[config.mk]
export PLATFORM = sky130hd
export DESIGN_NAME = nand_cmd_decoder
export DESIGN_NICKNAME = d
export VERILOG_FILES = /design/src/rtl/nand_dec_pkg.sv /design/src/rtl/nand_byte_capture.sv /design/src/rtl/nand_addr_collect.sv /design/src/rtl/nand_seq_fsm.sv /design/src/rtl/nand_cmd_decoder.sv
export SDC_FILE = /design/constraint.sdc
export NUM_CORES = 1
export LEC_CHECK = 0
export BUFFER_PORTS_ARGS = -buffer_cell sky130_fd_sc_hd__buf_2
export CORE_MARGIN = 1
export CORE_UTILIZATION = 58
export CTS_CLUSTER_SIZE = 10
export DETAILED_ROUTE_END_ITERATION = 8
export PLACE_DENSITY = 0.77
export SLEW_MARGIN = 30
export SYNTH_ARGS = -nofsm -noshare
export SYNTH_HDL_FRONTEND = slang
export SYNTH_SLANG_ARGS = --single-unit
[constraint.sdc]
create_clock -name clk -period 3.6 [get_ports clk]
set_clock_uncertainty 0.05 [all_clocks]
set_input_delay 0.36 -clock clk [delete_from_list [all_inputs] [get_ports clk]]
set_output_delay 0.36 -clock clk [all_outputs]
set_load 0.01 [all_outputs]
[src/rtl/nand_dec_pkg.sv]
package nand_dec_pkg;

    localparam int COL_W = 10;

    typedef enum logic [3:0] {
        OP_NONE       = 4'd0,
        OP_READ       = 4'd1,
        OP_READ_ID    = 4'd2,
        OP_RESET      = 4'd3,
        OP_STATUS     = 4'd4,
        OP_MP_STATUS  = 4'd5,
        OP_PROG       = 4'd6,
        OP_PROG_DUMMY = 4'd7,
        OP_COPY       = 4'd8,
        OP_COPY_DUMMY = 4'd9,
        OP_ERASE      = 4'd10,
        OP_MP_ERASE   = 4'd11
    } nand_op_e;

    typedef enum logic [3:0] {
        ST_IDLE, ST_RD_ADDR, ST_RD_DONE, ST_CB_ADDR, ST_CB_WAIT,
        ST_PG_ADDR, ST_PG_WAIT, ST_ER_ADDR, ST_ER_WAIT
    } seq_state_e;

    typedef enum logic [1:0] {
        SRC_PLAIN, SRC_CB_TRUE, SRC_CB_DUMMY
    } src_kind_e;

    localparam logic [1:0] RGN_LOW   = 2'd0;
    localparam logic [1:0] RGN_HIGH  = 2'd1;
    localparam logic [1:0] RGN_SPARE = 2'd2;

    localparam logic [7:0] CMD_PTR_LOW   = 8'h00;
    localparam logic [7:0] CMD_PTR_HIGH  = 8'h01;
    localparam logic [7:0] CMD_CB_SRC_DM = 8'h03;
    localparam logic [7:0] CMD_COMMIT    = 8'h10;
    localparam logic [7:0] CMD_STAGE     = 8'h11;
    localparam logic [7:0] CMD_PTR_SPARE = 8'h50;
    localparam logic [7:0] CMD_ERASE     = 8'h60;
    localparam logic [7:0] CMD_STATUS    = 8'h70;
    localparam logic [7:0] CMD_MP_STATUS = 8'h71;
    localparam logic [7:0] CMD_PROG      = 8'h80;
    localparam logic [7:0] CMD_CB_PROG   = 8'h8A;
    localparam logic [7:0] CMD_READ_ID   = 8'h90;
    localparam logic [7:0] CMD_ERASE_GO  = 8'hD0;
    localparam logic [7:0] CMD_RESET     = 8'hFF;

endpackage

[src/rtl/nand_byte_capture.sv]
module nand_byte_capture (
    input  logic       clk,
    input  logic       rst_n,
    input  logic       ce_n,
    input  logic       we_n,
    input  logic       cle,
    input  logic       ale,
    output logic       cmd_stb,
    output logic       addr_stb
);
    logic we_q;
    logic rise;

    always_ff @(posedge clk or negedge rst_n) begin
        if (!rst_n) we_q <= 1'b1;
        else        we_q <= we_n;
    end

    assign rise     = we_n && !we_q && !ce_n;
    assign cmd_stb  = rise && cle && !ale;
    assign addr_stb = rise && ale && !cle;
endmodule

[src/rtl/nand_addr_collect.sv]
module nand_addr_collect #(
    parameter int ROW_W = 17
) (
    input  logic             clk,
    input  logic             rst_n,
    input  logic             clear,
    input  logic             skip_col,
    input  logic             addr_stb,
    input  logic [7:0]       din,
    output logic [2:0]       fill,
    output logic [7:0]       col_byte,
    output logic [ROW_W-1:0] row
);
    localparam int SLOTS = 4;

    logic [7:0] slot_q [SLOTS];
    logic [7:0] slot_n [SLOTS];
    logic [2:0] cnt_q;
    logic       skip_q;
    logic [2:0] idx;
    logic       take;
    logic [23:0] row_full;

    assign idx  = cnt_q + {2'b00, skip_q};
    assign take = addr_stb && (idx < 3'(SLOTS));
    assign fill = cnt_q + {2'b00, take};

    for (genvar i = 0; i < SLOTS; i++) begin : g_slot
        assign slot_n[i] = (take && idx == 3'(i)) ? din : slot_q[i];

        always_ff @(posedge clk or negedge rst_n) begin
            if (!rst_n)     slot_q[i] <= 8'h00;
            else if (clear) slot_q[i] <= 8'h00;
            else            slot_q[i] <= slot_n[i];
        end
    end

    always_ff @(posedge clk or negedge rst_n) begin
        if (!rst_n) begin
            cnt_q  <= 3'd0;
            skip_q <= 1'b0;
        end else if (clear) begin
            cnt_q  <= 3'd0;
            skip_q <= skip_col;
        end else if (take) begin
            cnt_q  <= cnt_q + 3'd1;
        end
    end

    assign col_byte = slot_n[0];
    assign row_full = {slot_n[3], slot_n[2], slot_n[1]};
    assign row      = row_full[ROW_W-1:0];
endmodule

[src/rtl/nand_seq_fsm.sv]
module nand_seq_fsm
    import nand_dec_pkg::*;
#(
    parameter int ROW_W      = 17,
    parameter int PAGE_BITS  = 5,
    parameter int PLANE_BITS = 2
) (
    input  logic                  clk,
    input  logic                  rst_n,
    input  logic                  cmd_stb,
    input  logic                  addr_stb,
    input  logic [7:0]            din,
    input  logic                  busy,
    input  logic [2:0]            fill,
    input  logic [7:0]            col_byte,
    input  logic [ROW_W-1:0]      row,
    output logic                  clr,
    output logic                  skip,
    output logic                  op_valid,
    output logic [3:0]            op_code,
    output logic [COL_W-1:0]      op_col,
    output logic [ROW_W-1:0]      op_row,
    output logic [PLANE_BITS-1:0] op_plane,
    output logic [1:0]            start_region,
    output logic                  err_illegal,
    output logic                  err_busy
);
    localparam logic [PLANE_BITS-1:0] GRP_MAX = '1;

    seq_state_e            state_q, state_n;
    src_kind_e             src_q, src_n;
    logic [1:0]            ptr_q, ptr_n, sreg_q, sreg_n;
    logic [PLANE_BITS-1:0] grp_q, grp_n;
    logic                  emit, ill, bsy, revert;
    nand_op_e              code;
    logic [COL_W-1:0]      col_map;

    always_comb begin
        state_n = state_q; src_n = src_q; ptr_n = ptr_q; sreg_n = sreg_q; grp_n = grp_q;
        clr = 1'b0; skip = 1'b0; emit = 1'b0; code = OP_NONE;
        ill = 1'b0; bsy = 1'b0; revert = 1'b0;
        if (cmd_stb) begin
            if (busy && !(din inside {CMD_STATUS, CMD_MP_STATUS, CMD_RESET})) begin
                bsy = 1'b1;
            end else begin
                unique case (din)
                    CMD_RESET:     begin emit = 1'b1; code = OP_RESET; state_n = ST_IDLE; ptr_n = RGN_LOW; end
                    CMD_STATUS:    begin emit = 1'b1; code = OP_STATUS; end
                    CMD_MP_STATUS: begin emit = 1'b1; code = OP_MP_STATUS; end
                    CMD_READ_ID:   begin emit = 1'b1; code = OP_READ_ID; state_n = ST_IDLE; end
                    CMD_PTR_LOW, CMD_PTR_HIGH, CMD_PTR_SPARE: begin
                        ptr_n   = (din == CMD_PTR_LOW)  ? RGN_LOW :
                                  (din == CMD_PTR_HIGH) ? RGN_HIGH : RGN_SPARE;
                        sreg_n  = ptr_n;
                        src_n   = (din == CMD_PTR_LOW) ? SRC_CB_TRUE : SRC_PLAIN;
                        clr     = 1'b1;
                        state_n = ST_RD_ADDR;
                    end
                    CMD_CB_SRC_DM: begin
                        sreg_n = RGN_LOW; src_n = SRC_CB_DUMMY; clr = 1'b1; state_n = ST_RD_ADDR;
                    end
                    CMD_PROG: begin
                        sreg_n = ptr_q; src_n = SRC_PLAIN; clr = 1'b1; state_n = ST_PG_ADDR;
                    end
                    CMD_CB_PROG: begin
                        if (state_q == ST_RD_DONE && src_q != SRC_PLAIN) begin
                            clr = 1'b1; state_n = ST_CB_ADDR;
                        end else ill = 1'b1;
                    end
                    CMD_COMMIT: begin
                        if (state_q == ST_PG_WAIT) begin
                            emit = 1'b1; code = OP_PROG; state_n = ST_IDLE;
                        end else if (state_q == ST_CB_WAIT && src_q == SRC_CB_TRUE) begin
                            emit = 1'b1; code = OP_COPY; state_n = ST_IDLE;
                        end else ill = 1'b1;
                    end
                    CMD_STAGE: begin
                        if (state_q == ST_PG_WAIT) begin
                            emit = 1'b1; code = OP_PROG_DUMMY; state_n = ST_IDLE;
                        end else if (state_q == ST_CB_WAIT && src_q == SRC_CB_DUMMY) begin
                            emit = 1'b1; code = OP_COPY_DUMMY; state_n = ST_IDLE;
                        end else ill = 1'b1;
                    end
                    CMD_ERASE: begin
                        if (state_q == ST_ER_WAIT) grp_n = (grp_q == GRP_MAX) ? grp_q : grp_q + 1'b1;
                        else                       grp_n = '0;
                        clr = 1'b1; skip = 1'b1; state_n = ST_ER_ADDR;
                    end
                    CMD_ERASE_GO: begin
                        if (state_q == ST_ER_WAIT) begin
                            emit = 1'b1; state_n = ST_IDLE;
                            code = (grp_q == '0) ? OP_ERASE : OP_MP_ERASE;
                        end else ill = 1'b1;
                    end
                    default: ill = 1'b1;
                endcase
                if (ill) state_n = ST_IDLE;
                if (emit && code inside {OP_PROG, OP_PROG_DUMMY, OP_COPY, OP_COPY_DUMMY}
                    && sreg_q == RGN_HIGH) revert = 1'b1;
            end
        end else if (addr_stb && !busy) begin
            unique case (state_q)
                ST_RD_ADDR: if (fill == 3'd4) begin
                    emit = 1'b1; code = OP_READ; state_n = ST_RD_DONE;
                    revert = (sreg_q == RGN_HIGH);
                end
                ST_CB_ADDR: if (fill == 3'd4) state_n = ST_CB_WAIT;
                ST_PG_ADDR: if (fill == 3'd4) state_n = ST_PG_WAIT;
                ST_ER_ADDR: if (fill == 3'd3) state_n = ST_ER_WAIT;
                default: ;
            endcase
        end
        if (revert) ptr_n = RGN_LOW;
    end

    always_ff @(posedge clk or negedge rst_n) begin
        if (!rst_n) begin
            state_q <= ST_IDLE; src_q <= SRC_PLAIN;
            ptr_q <= RGN_LOW; sreg_q <= RGN_LOW; grp_q <= '0;
        end else begin
            state_q <= state_n; src_q <= src_n;
            ptr_q <= ptr_n; sreg_q <= sreg_n; grp_q <= grp_n;
        end
    end

    always_comb begin
        unique case (sreg_q)
            RGN_HIGH:  col_map = {2'b01, col_byte};
            RGN_SPARE: col_map = {2'b10, 4'b0000, col_byte[3:0]};
            default:   col_map = {2'b00, col_byte};
        endcase
    end

    always_ff @(posedge clk or negedge rst_n) begin
        if (!rst_n) begin
            op_valid <= 1'b0; op_code <= 4'd0; op_col <= '0; op_row <= '0;
            op_plane <= '0; err_illegal <= 1'b0; err_busy <= 1'b0;
        end else begin
            op_valid    <= emit;
            op_code     <= code;
            err_illegal <= ill;
            err_busy    <= bsy;
            if (emit && code inside {OP_READ, OP_PROG, OP_PROG_DUMMY, OP_COPY,
                                     OP_COPY_DUMMY, OP_ERASE, OP_MP_ERASE}) begin
                op_col   <= (code inside {OP_ERASE, OP_MP_ERASE}) ? '0 : col_map;
                op_row   <= row;
                op_plane <= row[PAGE_BITS +: PLANE_BITS];
            end
        end
    end

    assign start_region = ptr_q;
endmodule

[src/rtl/nand_cmd_decoder.sv]
module nand_cmd_decoder #(
    parameter int ROW_W      = 17,
    parameter int PAGE_BITS  = 5,
    parameter int PLANE_BITS = 2
) (
    input  logic                  clk,
    input  logic                  rst_n,
    input  logic                  ce_n,
    input  logic                  we_n,
    input  logic                  cle,
    input  logic                  ale,
    input  logic [7:0]            io,
    input  logic                  busy,
    output logic                  op_valid,
    output logic [3:0]            op_code,
    output logic [9:0]            op_col,
    output logic [ROW_W-1:0]      op_row,
    output logic [PLANE_BITS-1:0] op_plane,
    output logic [1:0]            start_region,
    output logic                  err_illegal,
    output logic                  err_busy
);
    logic             cmd_stb, addr_stb, addr_ok, clr, skip;
    logic [2:0]       fill;
    logic [7:0]       col_byte;
    logic [ROW_W-1:0] row;

    nand_byte_capture u_cap (
        .clk(clk), .rst_n(rst_n), .ce_n(ce_n), .we_n(we_n),
        .cle(cle), .ale(ale), .cmd_stb(cmd_stb), .addr_stb(addr_stb)
    );

    assign addr_ok = addr_stb && !busy;

    nand_addr_collect #(.ROW_W(ROW_W)) u_addr (
        .clk(clk), .rst_n(rst_n), .clear(clr), .skip_col(skip),
        .addr_stb(addr_ok), .din(io), .fill(fill), .col_byte(col_byte), .row(row)
    );

    nand_seq_fsm #(.ROW_W(ROW_W), .PAGE_BITS(PAGE_BITS), .PLANE_BITS(PLANE_BITS)) u_fsm (
        .clk(clk), .rst_n(rst_n), .cmd_stb(cmd_stb), .addr_stb(addr_ok), .din(io),
        .busy(busy), .fill(fill), .col_byte(col_byte), .row(row), .clr(clr), .skip(skip),
        .op_valid(op_valid), .op_code(op_code), .op_col(op_col), .op_row(op_row),
        .op_plane(op_plane), .start_region(start_region),
        .err_illegal(err_illegal), .err_busy(err_busy)
    );
endmodule

==> impl_metrics.tcl, run 1 <==
set metrics [dict create \
    synth-seq-cells 76 \
    p_clk_share_pct 37.4 \
    fp.dieArea_sq_um 7490 \
    fillCellCount 558 \
    worst_pin_slew_ps 683 \
    place_worst_setup_slack_ps 305 \
    ys.warnings.count 0 \
    synth_area_sq_um 4150 \
    worst-setup-path-type "reg2reg" \
    routed_wl_microns 9060 \
    cap_violations 0 \
    min-delay-path-class "in2async" \
    postSynthCellCount 397 \
    wl_per_cell_microns 16.7 \
    tritoncts_clock_tree "yes" \
    cp_data_required_time_ps 3790 \
    buffer_ports.inserted 52 \
    power_per_cell_area_nw_per_um2 421 \
    timing.final.hold_violations 25 \
    clockBufferDepth 2 \
    drive_above_1_share_pct 23.0 \
    critical_path_peak_fanout 27 \
    die_y_extent_microns 86.6 \
    antenna_cells 0 \
    numCtsBuffers 9 \
    gp_routability_congestion 0.913 \
    vdd.ir_drop.worst_v 0.000287 \
    global_route_total_overflow 0 \
    routed_via_density 5.73 \
    max-slew-margin-rel_pct 54.5 \
    die_w_microns 86.6 \
    power.combinational.fraction_pct 13.3 \
    fin_crit_sh_pct 91.2 \
    final.min_clock_period_ps 3280 \
    synth.distinct_cells 64 \
    starting_density_pct 60.4 \
    flow.area_growth_from_synthesis_pct 12.8 \
    maxSlewViolCount 0 \
    r2r_setup_slack_ps 320 \
    setup.worst_path.end_class "flop" \
    grtUsageTotal_pct 26.1 \
    synth_sequential_area_ratio_pct 45.9 \
    design.final.nets 467 \
    holdWs_ps -40.6 \
    tritoncts_num_sinks 76 \
    rsz0062_at_grt "no" \
    power.switching_fraction_pct 27.9 \
    ys_dominant_reg_cell "sky130_fd_sc_hd__dfrtp_1" \
    drtPass1Iterations 4 \
    reg2reg_to "u_fsm.op_col[2]" \
    worst-r2r-cell-count 12 \
    io_pins 53 \
    final_critical_path_setup_slack_ps 319 \
    setup_tns_ps 0 \
    clockRootBuffer "sky130_fd_sc_hd__clkbuf_8" \
    cts.hold.buffers_added 0 \
    switchingPower_mw 0.550 \
    regToRegStartpoint "u_addr.cnt_q[0]" \
    syn-num-nets 422 \
    cts-htree-levels 3 \
    timing.critical_path.arrival_ps 3470 \
    grt_pass1_vias 3007 \
    core_region_area_sq_um 6870 \
    post-cts-setup-buffer-count 0 \
    cts-resized-gates 0 \
    antenna_found_initial 0 \
    fp-row-count 30 \
    synth-async-reset-ratio_pct 100 \
    detailed_place_hpwl_microns 6180 \
    sequential_share_of_power_pct 49.4 \
    clk_pin_slew_ps 90 \
    synthesis.area_per_instance_sq_um 10.4 \
    internal_power_mw 1.42 \
    run_status "finished, violations left" \
    synth_enable_flop_cells 0 \
    p_leak_nw 2.28 \
    worst_setup_path_start_kind "flop" \
    grt_pass1_wl_microns 14800 \
    max_freq_ghz 0.305 \
    route.detailed.drc 0 \
    clock_insertion_delay_worst_skew_ps 350 \
    violations "negative hold slack" \
    largest_net_degree_at_the_start_of_global_routing 77 \
    timing.final.setup_violations 0 \
    antenna_violating_nets_left 0 \
    first_iter_violations 136 \
    dr_total_vias 3109 \
]
## how the worst max path moves through the flow
stage	endpoint	cells past startpoint	start	slack [ps]
global placement	u_fsm.op_col[3]	12	u_addr.cnt_q[0]	420
finish	u_fsm.op_col[2]	12	u_addr.cnt_q[0]	320
detailed placement	u_fsm.op_col[2]	12	u_addr.cnt_q[0]	310
floorplan	u_fsm.op_col[6]	13	u_addr.cnt_q[0]	340
CTS	u_fsm.op_col[5]	12	u_addr.cnt_q[0]	300
global route	u_fsm.op_col[5]	12	u_addr.cnt_q[0]	90
## area by class of cell
cell class / instances / area, sq um / share of cell area (%)
timing repair buffer: 59 / 332 / 7.09
sequential: 76 / 1900 / 40.7
multi-input combinational: 267 / 1990 / 42.6
inverter: 29 / 109 / 2.33
tap: 96 / 120 / 2.57
clock buffer: 10 / 128 / 2.73
clock inverter: 6 / 93.8 / 2.01
## critical path: stages (launching register included)
cell and delay, ps:
sky130_fd_sc_hd__dfrtp_1 430, sky130_fd_sc_hd__ha_1 200, sky130_fd_sc_hd__ha_1 200, sky130_fd_sc_hd__xnor2_1 130, sky130_fd_sc_hd__and3_1 210, sky130_fd_sc_hd__ha_1 190, sky130_fd_sc_hd__ha_1 290, sky130_fd_sc_hd__nor2_1 120
sky130_fd_sc_hd__nand2_1 80, sky130_fd_sc_hd__or3_1 420, sky130_fd_sc_hd__a32oi_4 260, sky130_fd_sc_hd__buf_12 240, sky130_fd_sc_hd__mux2_2 360
## stage by stage
step | hold slack, ps | instances | util, % | area, sq um | power [mW]
finish | -40.6 | 543 | 68.1 | 4680 | 1.97
global route | 25.6 | 543 | 68.1 | 4680 | 2.06
CTS | 52.3 | 543 | 68.1 | 4680 | 1.98
detailed placement | 426 | 527 | 64.8 | 4450 | 1.25
global placement | 425 | 527 | 64.8 | 4450 | 1.24
floorplan | 14.4 | 397 | - | 4150 | 1.16
## power groups by stage
stage | logic [mW] | clock network, mW | registers [mW]
after floorplan | 0.200 | 0 | 0.964
after global placement | 0.252 | 0 | 0.983
after detailed placement | 0.260 | 0 | 0.989
after CTS | 0.263 | 0.748 | 0.972
after global routing | 0.295 | 0.784 | 0.979
final | 0.262 | 0.736 | 0.972
## metal layers
layer  part of all wire [%]  vias to the layer above  global-route usage, %
met4                   0.94                        0                   7.12
li1                       -                     1473                      -
met3                    3.9                       10                   4.95
met5                      0                        -                      0
met1                     47                     1545                   35.9
met2                     48                       81                   42.5
## cell families after synthesis
family	count (synthesis)	share of synthesized area (%)
and+or+nand+nor	140	18.5
DFF	76	45.9
muxes	57	14.7
AOI/OAI and AO/OA	55	10.8
buffers and inverters	54	6.03
adders and majority gates	10	3.02
xor gates and xnor gates	5	1.06
## cells in the mapped netlist, types with 2 or more instances
cell type                   number  area share (%)
sky130_fd_sc_hd__dfrtp_1        75              45
sky130_fd_sc_hd__nor2_1         58             5.2
sky130_fd_sc_hd__mux2i_1        44              11
sky130_fd_sc_hd__inv_1          29             2.6
sky130_fd_sc_hd__a21oi_1        13             1.6
sky130_fd_sc_hd__o21ai_0        12             1.4
sky130_fd_sc_hd__buf_2          11             1.3
sky130_fd_sc_hd__nand2_1        11             1.0
sky130_fd_sc_hd__nand3_1        11             1.3
sky130_fd_sc_hd__ha_1           10             3.0
sky130_fd_sc_hd__nor2b_1         9             1.4
sky130_fd_sc_hd__mux2_2          7             1.9
sky130_fd_sc_hd__nand4_1         7             1.1
sky130_fd_sc_hd__clkbuf_1        6            0.54
sky130_fd_sc_hd__mux2_4          6             2.2
sky130_fd_sc_hd__nor3_1          6            0.72
sky130_fd_sc_hd__nor4_1          5            0.75
sky130_fd_sc_hd__nor3b_1         4            0.72
sky130_fd_sc_hd__and3b_1         3            0.63
sky130_fd_sc_hd__buf_4           3            0.54
sky130_fd_sc_hd__buf_6           3            0.81
sky130_fd_sc_hd__nand2b_1        3            0.45
sky130_fd_sc_hd__nor4b_1         3            0.63
sky130_fd_sc_hd__o211a_1         3            0.72
sky130_fd_sc_hd__or3_1           3            0.45
sky130_fd_sc_hd__xor2_1          3            0.63
sky130_fd_sc_hd__a211oi_1        2            0.36
sky130_fd_sc_hd__a221oi_1        2            0.42
sky130_fd_sc_hd__a2bb2oi_1       2            0.42
sky130_fd_sc_hd__and3_1          2            0.30
sky130_fd_sc_hd__buf_1           2            0.18
sky130_fd_sc_hd__nand3b_1        2            0.36
sky130_fd_sc_hd__nand4b_1        2            0.42
sky130_fd_sc_hd__nor4_4          2             1.0
sky130_fd_sc_hd__o21a_1          2            0.36
sky130_fd_sc_hd__or2_2           2            0.30
sky130_fd_sc_hd__xnor2_1         2            0.42
## layout by cell type (no fill, tap or decap), types with 9 or more instances in the layout
master / instances
sky130_fd_sc_hd__a21oi_1: 13
sky130_fd_sc_hd__buf_2: 51
sky130_fd_sc_hd__clkbuf_8: 9
sky130_fd_sc_hd__dfrtp_1: 75
sky130_fd_sc_hd__ha_1: 10
sky130_fd_sc_hd__inv_1: 29
sky130_fd_sc_hd__mux2i_1: 44
sky130_fd_sc_hd__nand2_1: 11
sky130_fd_sc_hd__nand3_1: 11
sky130_fd_sc_hd__nor2_1: 58
sky130_fd_sc_hd__nor2b_1: 9
sky130_fd_sc_hd__o21ai_0: 12
## state kept, by name (all words and copies together), names as in the netlist, 3 cells and up
signal and flops:
u_addr.slot_q 25, u_fsm.op_row 16, u_fsm.op_col 10, u_fsm.op_code 4, u_fsm.state_q 4, u_addr.cnt_q 3
No activity file was read; power rests on OpenSTA's default activity.
==> run 2, diff against run 1 <==
- CTS_CLUSTER_DIAMETER: default -> 200
- REMOVE_ABC_BUFFERS: default -> 1
- SLEW_MARGIN: 30 -> 0
==> impl_metrics.tcl, run 2 (synthesis gave the netlist of run 1 again) <==
set metrics [dict create \
    tritoncts_num_sinks 76 \
    design.final.nets 465 \
    rsz0062_at_grt "no" \
    routed_via_density 5.82 \
    flow.area_growth_from_synthesis_pct 12.4 \
    worst_setup_path_start_kind "flop" \
    final.min_clock_period_ps 3340 \
    timing.critical_path.arrival_ps 3540 \
    largest_net_degree_at_the_start_of_global_routing 77 \
    power_per_cell_area_nw_per_um2 422 \
    cts-resized-gates 0 \
    detailed_place_hpwl_microns 6210 \
    cts-htree-levels 3 \
    worst-setup-path-type "reg2reg" \
    fp.dieArea_sq_um 7490 \
    global_route_total_overflow 0 \
    clockBufferDepth 2 \
    io_pins 53 \
    fp-row-count 30 \
    maxSlewViolCount 0 \
    setup_tns_ps 0 \
    biggestRegsByFlops "u_addr.slot_q: 25 flops, u_fsm.op_row: 16 flops, u_fsm.op_col: 10 flops" \
    timing.final.setup_violations 0 \
    numCtsBuffers 9 \
    largest_register_ff_count 25 \
    tritoncts_clock_tree "yes" \
    antenna_found_initial 0 \
    max_freq_ghz 0.299 \
    setup.worst_path.end_class "flop" \
    drtPass1Iterations 5 \
    post-cts-setup-buffer-count 0 \
    critical_path_peak_fanout 27 \
    die_w_microns 86.6 \
    die_y_extent_microns 86.6 \
    vdd.ir_drop.worst_v 0.000278 \
    first_iter_violations 226 \
    final_core_utilization_pct 67.9 \
    cp_data_required_time_ps 3800 \
    p_leak_nw 2.27 \
    clk_pin_slew_ps 90 \
    grt_pass1_wl_microns 15100 \
    antenna_cells 0 \
    min-delay-path-class "in2reg" \
    most_frequent_cells_in_the_layout "sky130_fd_sc_hd__dfrtp_1 (75), sky130_fd_sc_hd__nor2_1 (58), sky130_fd_sc_hd__buf_2 (51)" \
    run_status "complete, no violations" \
    core_region_area_sq_um 6870 \
    final_common_cell "sky130_fd_sc_hd__dfrtp_1" \
    starting_density_pct 60.4 \
    cap_violations 0 \
    routed_wl_microns 9040 \
    grtUsageTotal_pct 26.8 \
    fin_crit_sh_pct 92.9 \
    worst-r2r-cell-count 12 \
    max-slew-margin-rel_pct 38.6 \
    grt_pass1_vias 3043 \
    r2r_setup_slack_ps 260 \
    cts.hold.buffers_added 0 \
    worst_pin_slew_ps 921 \
    top_register "u_addr.slot_q" \
    clock_insertion_delay_worst_skew_ps 360 \
    drive_above_1_share_pct 22.9 \
    buffer_ports.inserted 52 \
    wl_per_cell_microns 16.7 \
    whs_path_depth 1 \
    antenna_violating_nets_left 0 \
    timing.final.hold_violations 0 \
    gp_routability_congestion 0.895 \
    clockRootBuffer "sky130_fd_sc_hd__clkbuf_8" \
    route.detailed.drc 0 \
    dr_total_vias 3146 \
]
-- run 2: cell types whose count changed in the layout (fill, tap and decap cells not counted) --
cell	before	now
sky130_fd_sc_hd__inv_6	3	2
sky130_fd_sc_hd__clkinvlp_4	1	2
sky130_fd_sc_hd__clkbuf_1	1	0
sky130_fd_sc_hd__buf_4	6	5
sky130_fd_sc_hd__clkinv_2	0	1
sky130_fd_sc_hd__buf_6	1	0
-- run 2: path summary, 6_finish.rpt --
path,from,to
hold / removal,we_n,u_cap.we_q
setup reg to reg,u_addr.cnt_q[0],u_fsm.op_col[0]
hold reg to reg,u_fsm.op_col[8],u_fsm.op_col[8]
max in group asynchronous,rst_n,u_fsm.start_region[0]
setup / recovery,u_addr.cnt_q[0],u_fsm.op_col[0]
min in group asynchronous,rst_n,u_fsm.err_busy
-- run 2: final cells by class --
class / instances / area, sq um
Multi-Input combinational cell: 267 / 1990
Fill cell: 547 / 2210
Sequential cell: 76 / 1900
Clock buffer: 9 / 124
Timing Repair Buffer: 57 / 313
Inverter: 29 / 109
Clock inverter: 7 / 97.6
Tap cell: 96 / 120
-- run 2: per-stage QoR --
step	std cells	worst slack (ps)	power [mW]	hold WS, ps	area [sq um]
after floorplan	372	45.6	1.14	14.4	4010
after global placement	525	424	1.23	421	4440
after detailed placement	525	308	1.25	427	4440
after CTS	541	271	1.98	38.3	4660
after global routing	541	78.8	2.07	31.3	4660
final	541	257	1.97	50.7	4660
-- run 2: critical path: stages (launching register included) --
cell and delay [ps]:
sky130_fd_sc_hd__dfrtp_1 430, sky130_fd_sc_hd__ha_1 210, sky130_fd_sc_hd__ha_1 210, sky130_fd_sc_hd__xnor2_1 130, sky130_fd_sc_hd__and3_1 190, sky130_fd_sc_hd__ha_1 190, sky130_fd_sc_hd__ha_1 290, sky130_fd_sc_hd__nor2_1 150
sky130_fd_sc_hd__nand2_1 100, sky130_fd_sc_hd__or3_1 410, sky130_fd_sc_hd__a32oi_4 250, sky130_fd_sc_hd__buf_12 250, sky130_fd_sc_hd__mux2_2 360
-- run 2: report_power, final --
| group | internal, mW | switching, mW | total [mW] |
|---|---|---|---|
| Clock | 0.394 | 0.335 | 0.729 |
| Sequential | 0.920 | 0.0540 | 0.974 |
| Combinational | 0.0999 | 0.165 | 0.265 |
-- run 2: metal layers --
layer | global-route usage [%] | part of all wire [%] | vias to the layer above
met5 | 0 | 0 | -
met4 | 10.9 | 1.9 | 0
met3 | 4.57 | 5.3 | 20
met2 | 44.8 | 50 | 119
met1 | 34.7 | 43 | 1534
li1 | - | - | 1473
==> run 3, diff against run 2 <==
- CORE_UTILIZATION: 58 -> 54
- CTS_BUF_LIST: default -> sky130_fd_sc_hd__clkbuf_8
- PLACE_DENSITY: 0.77 -> 0.75
- clock period: 3.6 -> 2.7 ns (I/O delays scaled with it)
==> impl_metrics.tcl, run 3 (synthesis gave the netlist of run 1 again) <==
set metrics [dict create \
    run_status "finished, violations left" \
    violations "negative hold slack, negative setup slack" \
    largest_net_degree_at_the_start_of_global_routing 77 \
    critical_path_peak_fanout 7 \
    largest_register_ff_count 25 \
    final_common_cell "sky130_fd_sc_hd__dfrtp_1" \
    final_critical_path_setup_slack_ps -397 \
    holdWs_ps -9.28 \
    setup.worst_path.end_class "flop" \
    power_per_cell_area_nw_per_um2 526 \
    regToRegStartpoint "u_addr.cnt_q[0]" \
    fillCellCount 515 \
    gp_routability_congestion 0.887 \
    maxSlewViolCount 0 \
    final_design_area_no_fill_sq_um 5180 \
    p_leak_nw 2.51 \
    grt_pass1_vias 3337 \
    clockRootBuffer "sky130_fd_sc_hd__clkbuf_8" \
    flow.area_growth_from_synthesis_pct 24.9 \
    biggestRegsByFlops "u_addr.slot_q: 25 flops, u_fsm.op_row: 16 flops, u_fsm.op_col: 10 flops" \
    buffer_ports.inserted 52 \
    drtPass1Iterations 4 \
    antenna_violating_nets_left 0 \
    cap_violations 0 \
    cts-htree-levels 3 \
    max_freq_ghz 0.323 \
    worst-r2r-cell-count 12 \
    grt_pass1_wl_microns 16100 \
    die_w_microns 89.6 \
    worst_pin_slew_ps 943 \
    clk_pin_slew_ps 80 \
    tritoncts_clock_tree "yes" \
    route.detailed.drc 0 \
    design.final.nets 513 \
    tritoncts_num_sinks 76 \
    routed_wl_microns 9960 \
    r2r_setup_slack_ps -400 \
    core_region_area_sq_um 7330 \
    global_route_total_overflow 0 \
    antenna_found_initial 0 \
    dpl-instance-area_sq_um 4710 \
    layout.area.seq_sq_um 1900 \
    top_register "u_addr.slot_q" \
    dr_total_vias 3315 \
    numCtsBuffers 9 \
    die_y_extent_microns 89.6 \
    wl_per_cell_microns 16.8 \
    starting_density_pct 56.6 \
    antenna_cells 0 \
    most_frequent_cells_in_the_layout "sky130_fd_sc_hd__dfrtp_1 (75), sky130_fd_sc_hd__nor2_1 (57), sky130_fd_sc_hd__buf_2 (51)" \
    min-delay-path-class "in2async" \
    detailed_place_hpwl_microns 6620 \
    io_pins 53 \
    routed_via_density 5.60 \
    fp.dieArea_sq_um 8040 \
    first_iter_violations 177 \
    rsz0062_at_grt "yes" \
    clock_insertion_delay_worst_skew_ps 360 \
    max-slew-margin-rel_pct 37.2 \
    worst_setup_path_start_kind "flop" \
    timing.final.setup_violations 33 \
    place_inst 564 \
    cp_data_required_time_ps 2900 \
    clockBufferDepth 2 \
    worst-setup-path-type "reg2reg" \
    multi_input_comb_area_sq_um 2140 \
    timing.critical_path.arrival_ps 3290 \
    fp-row-count 31 \
    timing.final.hold_violations 2 \
    fin_crit_sh_pct 115 \
    final-instance-count-excl-fill 592 \
    reg2reg_to "u_fsm.op_col[2]" \
    final.min_clock_period_ps 3100 \
    grtUsageTotal_pct 27.4 \
    vdd.ir_drop.worst_v 0.000415 \
    drive_above_1_share_pct 33.7 \
]
run 3: cell types whose count changed in the layout (fill, tap and decap cells not counted), moves of 3 or more:
cell	previous run	this run
sky130_fd_sc_hd__buf_4	5	45
sky130_fd_sc_hd__mux2_2	7	0
sky130_fd_sc_hd__mux2_4	6	13
sky130_fd_sc_hd__buf_6	0	5
sky130_fd_sc_hd__a21oi_1	13	9
sky130_fd_sc_hd__a21oi_2	1	5
sky130_fd_sc_hd__ha_1	10	6
sky130_fd_sc_hd__buf_8	0	3
run 3: worst max-delay path by stage:
| stage | from | end | slack (ps) | cells after the start |
|---|---|---|---|---|
| finish | u_addr.cnt_q[0] | u_fsm.op_col[2] | -400 | 12 |
| global route | u_addr.cnt_q[0] | u_fsm.op_row[14] | -480 | 13 |
| CTS | u_addr.skip_q | u_fsm.op_col[4] | -300 | 13 |
| detailed placement | u_addr.skip_q | u_fsm.op_row[10] | -420 | 13 |
| global placement | u_addr.skip_q | u_fsm.op_col[5] | -350 | 12 |
| floorplan | u_addr.cnt_q[0] | u_fsm.op_col[0] | -850 | 11 |
run 3: metrics by stage:
stage | utilization [%] | TNS [ps] | total power, mW | hold WS [ps] | setup slack (ps)
detailed placement | 64.3 | -10930 | 1.72 | 336 | -416
floorplan | - | -20550 | 1.52 | -75.6 | -854
CTS | 69.7 | -7510 | 2.69 | 30.7 | -302
finish | 70.7 | -10670 | 2.73 | -9.28 | -397
global placement | 64.3 | -8660 | 1.69 | 334 | -347
global route | 70.7 | -13850 | 2.86 | 75.6 | -482
run 3: cell type report:
cell class | count | share of cell area, %
multi-input combinational | 267 | 41.3
sequential | 76 | 36.7
timing repair buffer | 105 | 13.6
clock buffer | 10 | 2.66
tap | 99 | 2.39
inverter | 29 | 2.10
clock inverter | 6 | 1.23
run 3: timing repair:
action | in CTS | in global routing
setup buffers | 9 | 4
setup endpoints to repair | 33 | 33
endpoints found under the hold margin | 1 | 0
hold buffers | 1 | 0
pin swaps | 4 | 13
cloned | 1 | 0
gates resized for setup | 22 | 20
run 3: power by group:
part	switching (mW)	internal [mW]	leakage [nW]
clock network	0.439	0.452	0.104
registers	0.0538	1.23	0.940
logic	0.290	0.264	1.46
run 3: routing by layer:
layer / vias to the layer above / routed length (microns) / track usage, % / share of wire, %
met5: - / 0 / 0 / 0
met4: 0 / 201 / 8.95 / 2.0
met3: 19 / 441 / 6.22 / 4.4
met2: 94 / 5070 / 46.3 / 51
met1: 1633 / 4240 / 34.9 / 43
li1: 1569 / - / - / -
run 3: critical path, cell delays in order, from the launching register on:
cell,delay (ps)
sky130_fd_sc_hd__dfrtp_1,400
sky130_fd_sc_hd__ha_2,200
sky130_fd_sc_hd__ha_4,170
sky130_fd_sc_hd__xnor2_2,120
sky130_fd_sc_hd__and3_1,200
sky130_fd_sc_hd__ha_2,200
sky130_fd_sc_hd__ha_4,250
sky130_fd_sc_hd__nor2_4,100
sky130_fd_sc_hd__nand2_2,80
sky130_fd_sc_hd__or3_4,410
sky130_fd_sc_hd__a32oi_4,280
sky130_fd_sc_hd__buf_6,210
sky130_fd_sc_hd__mux2_4,310
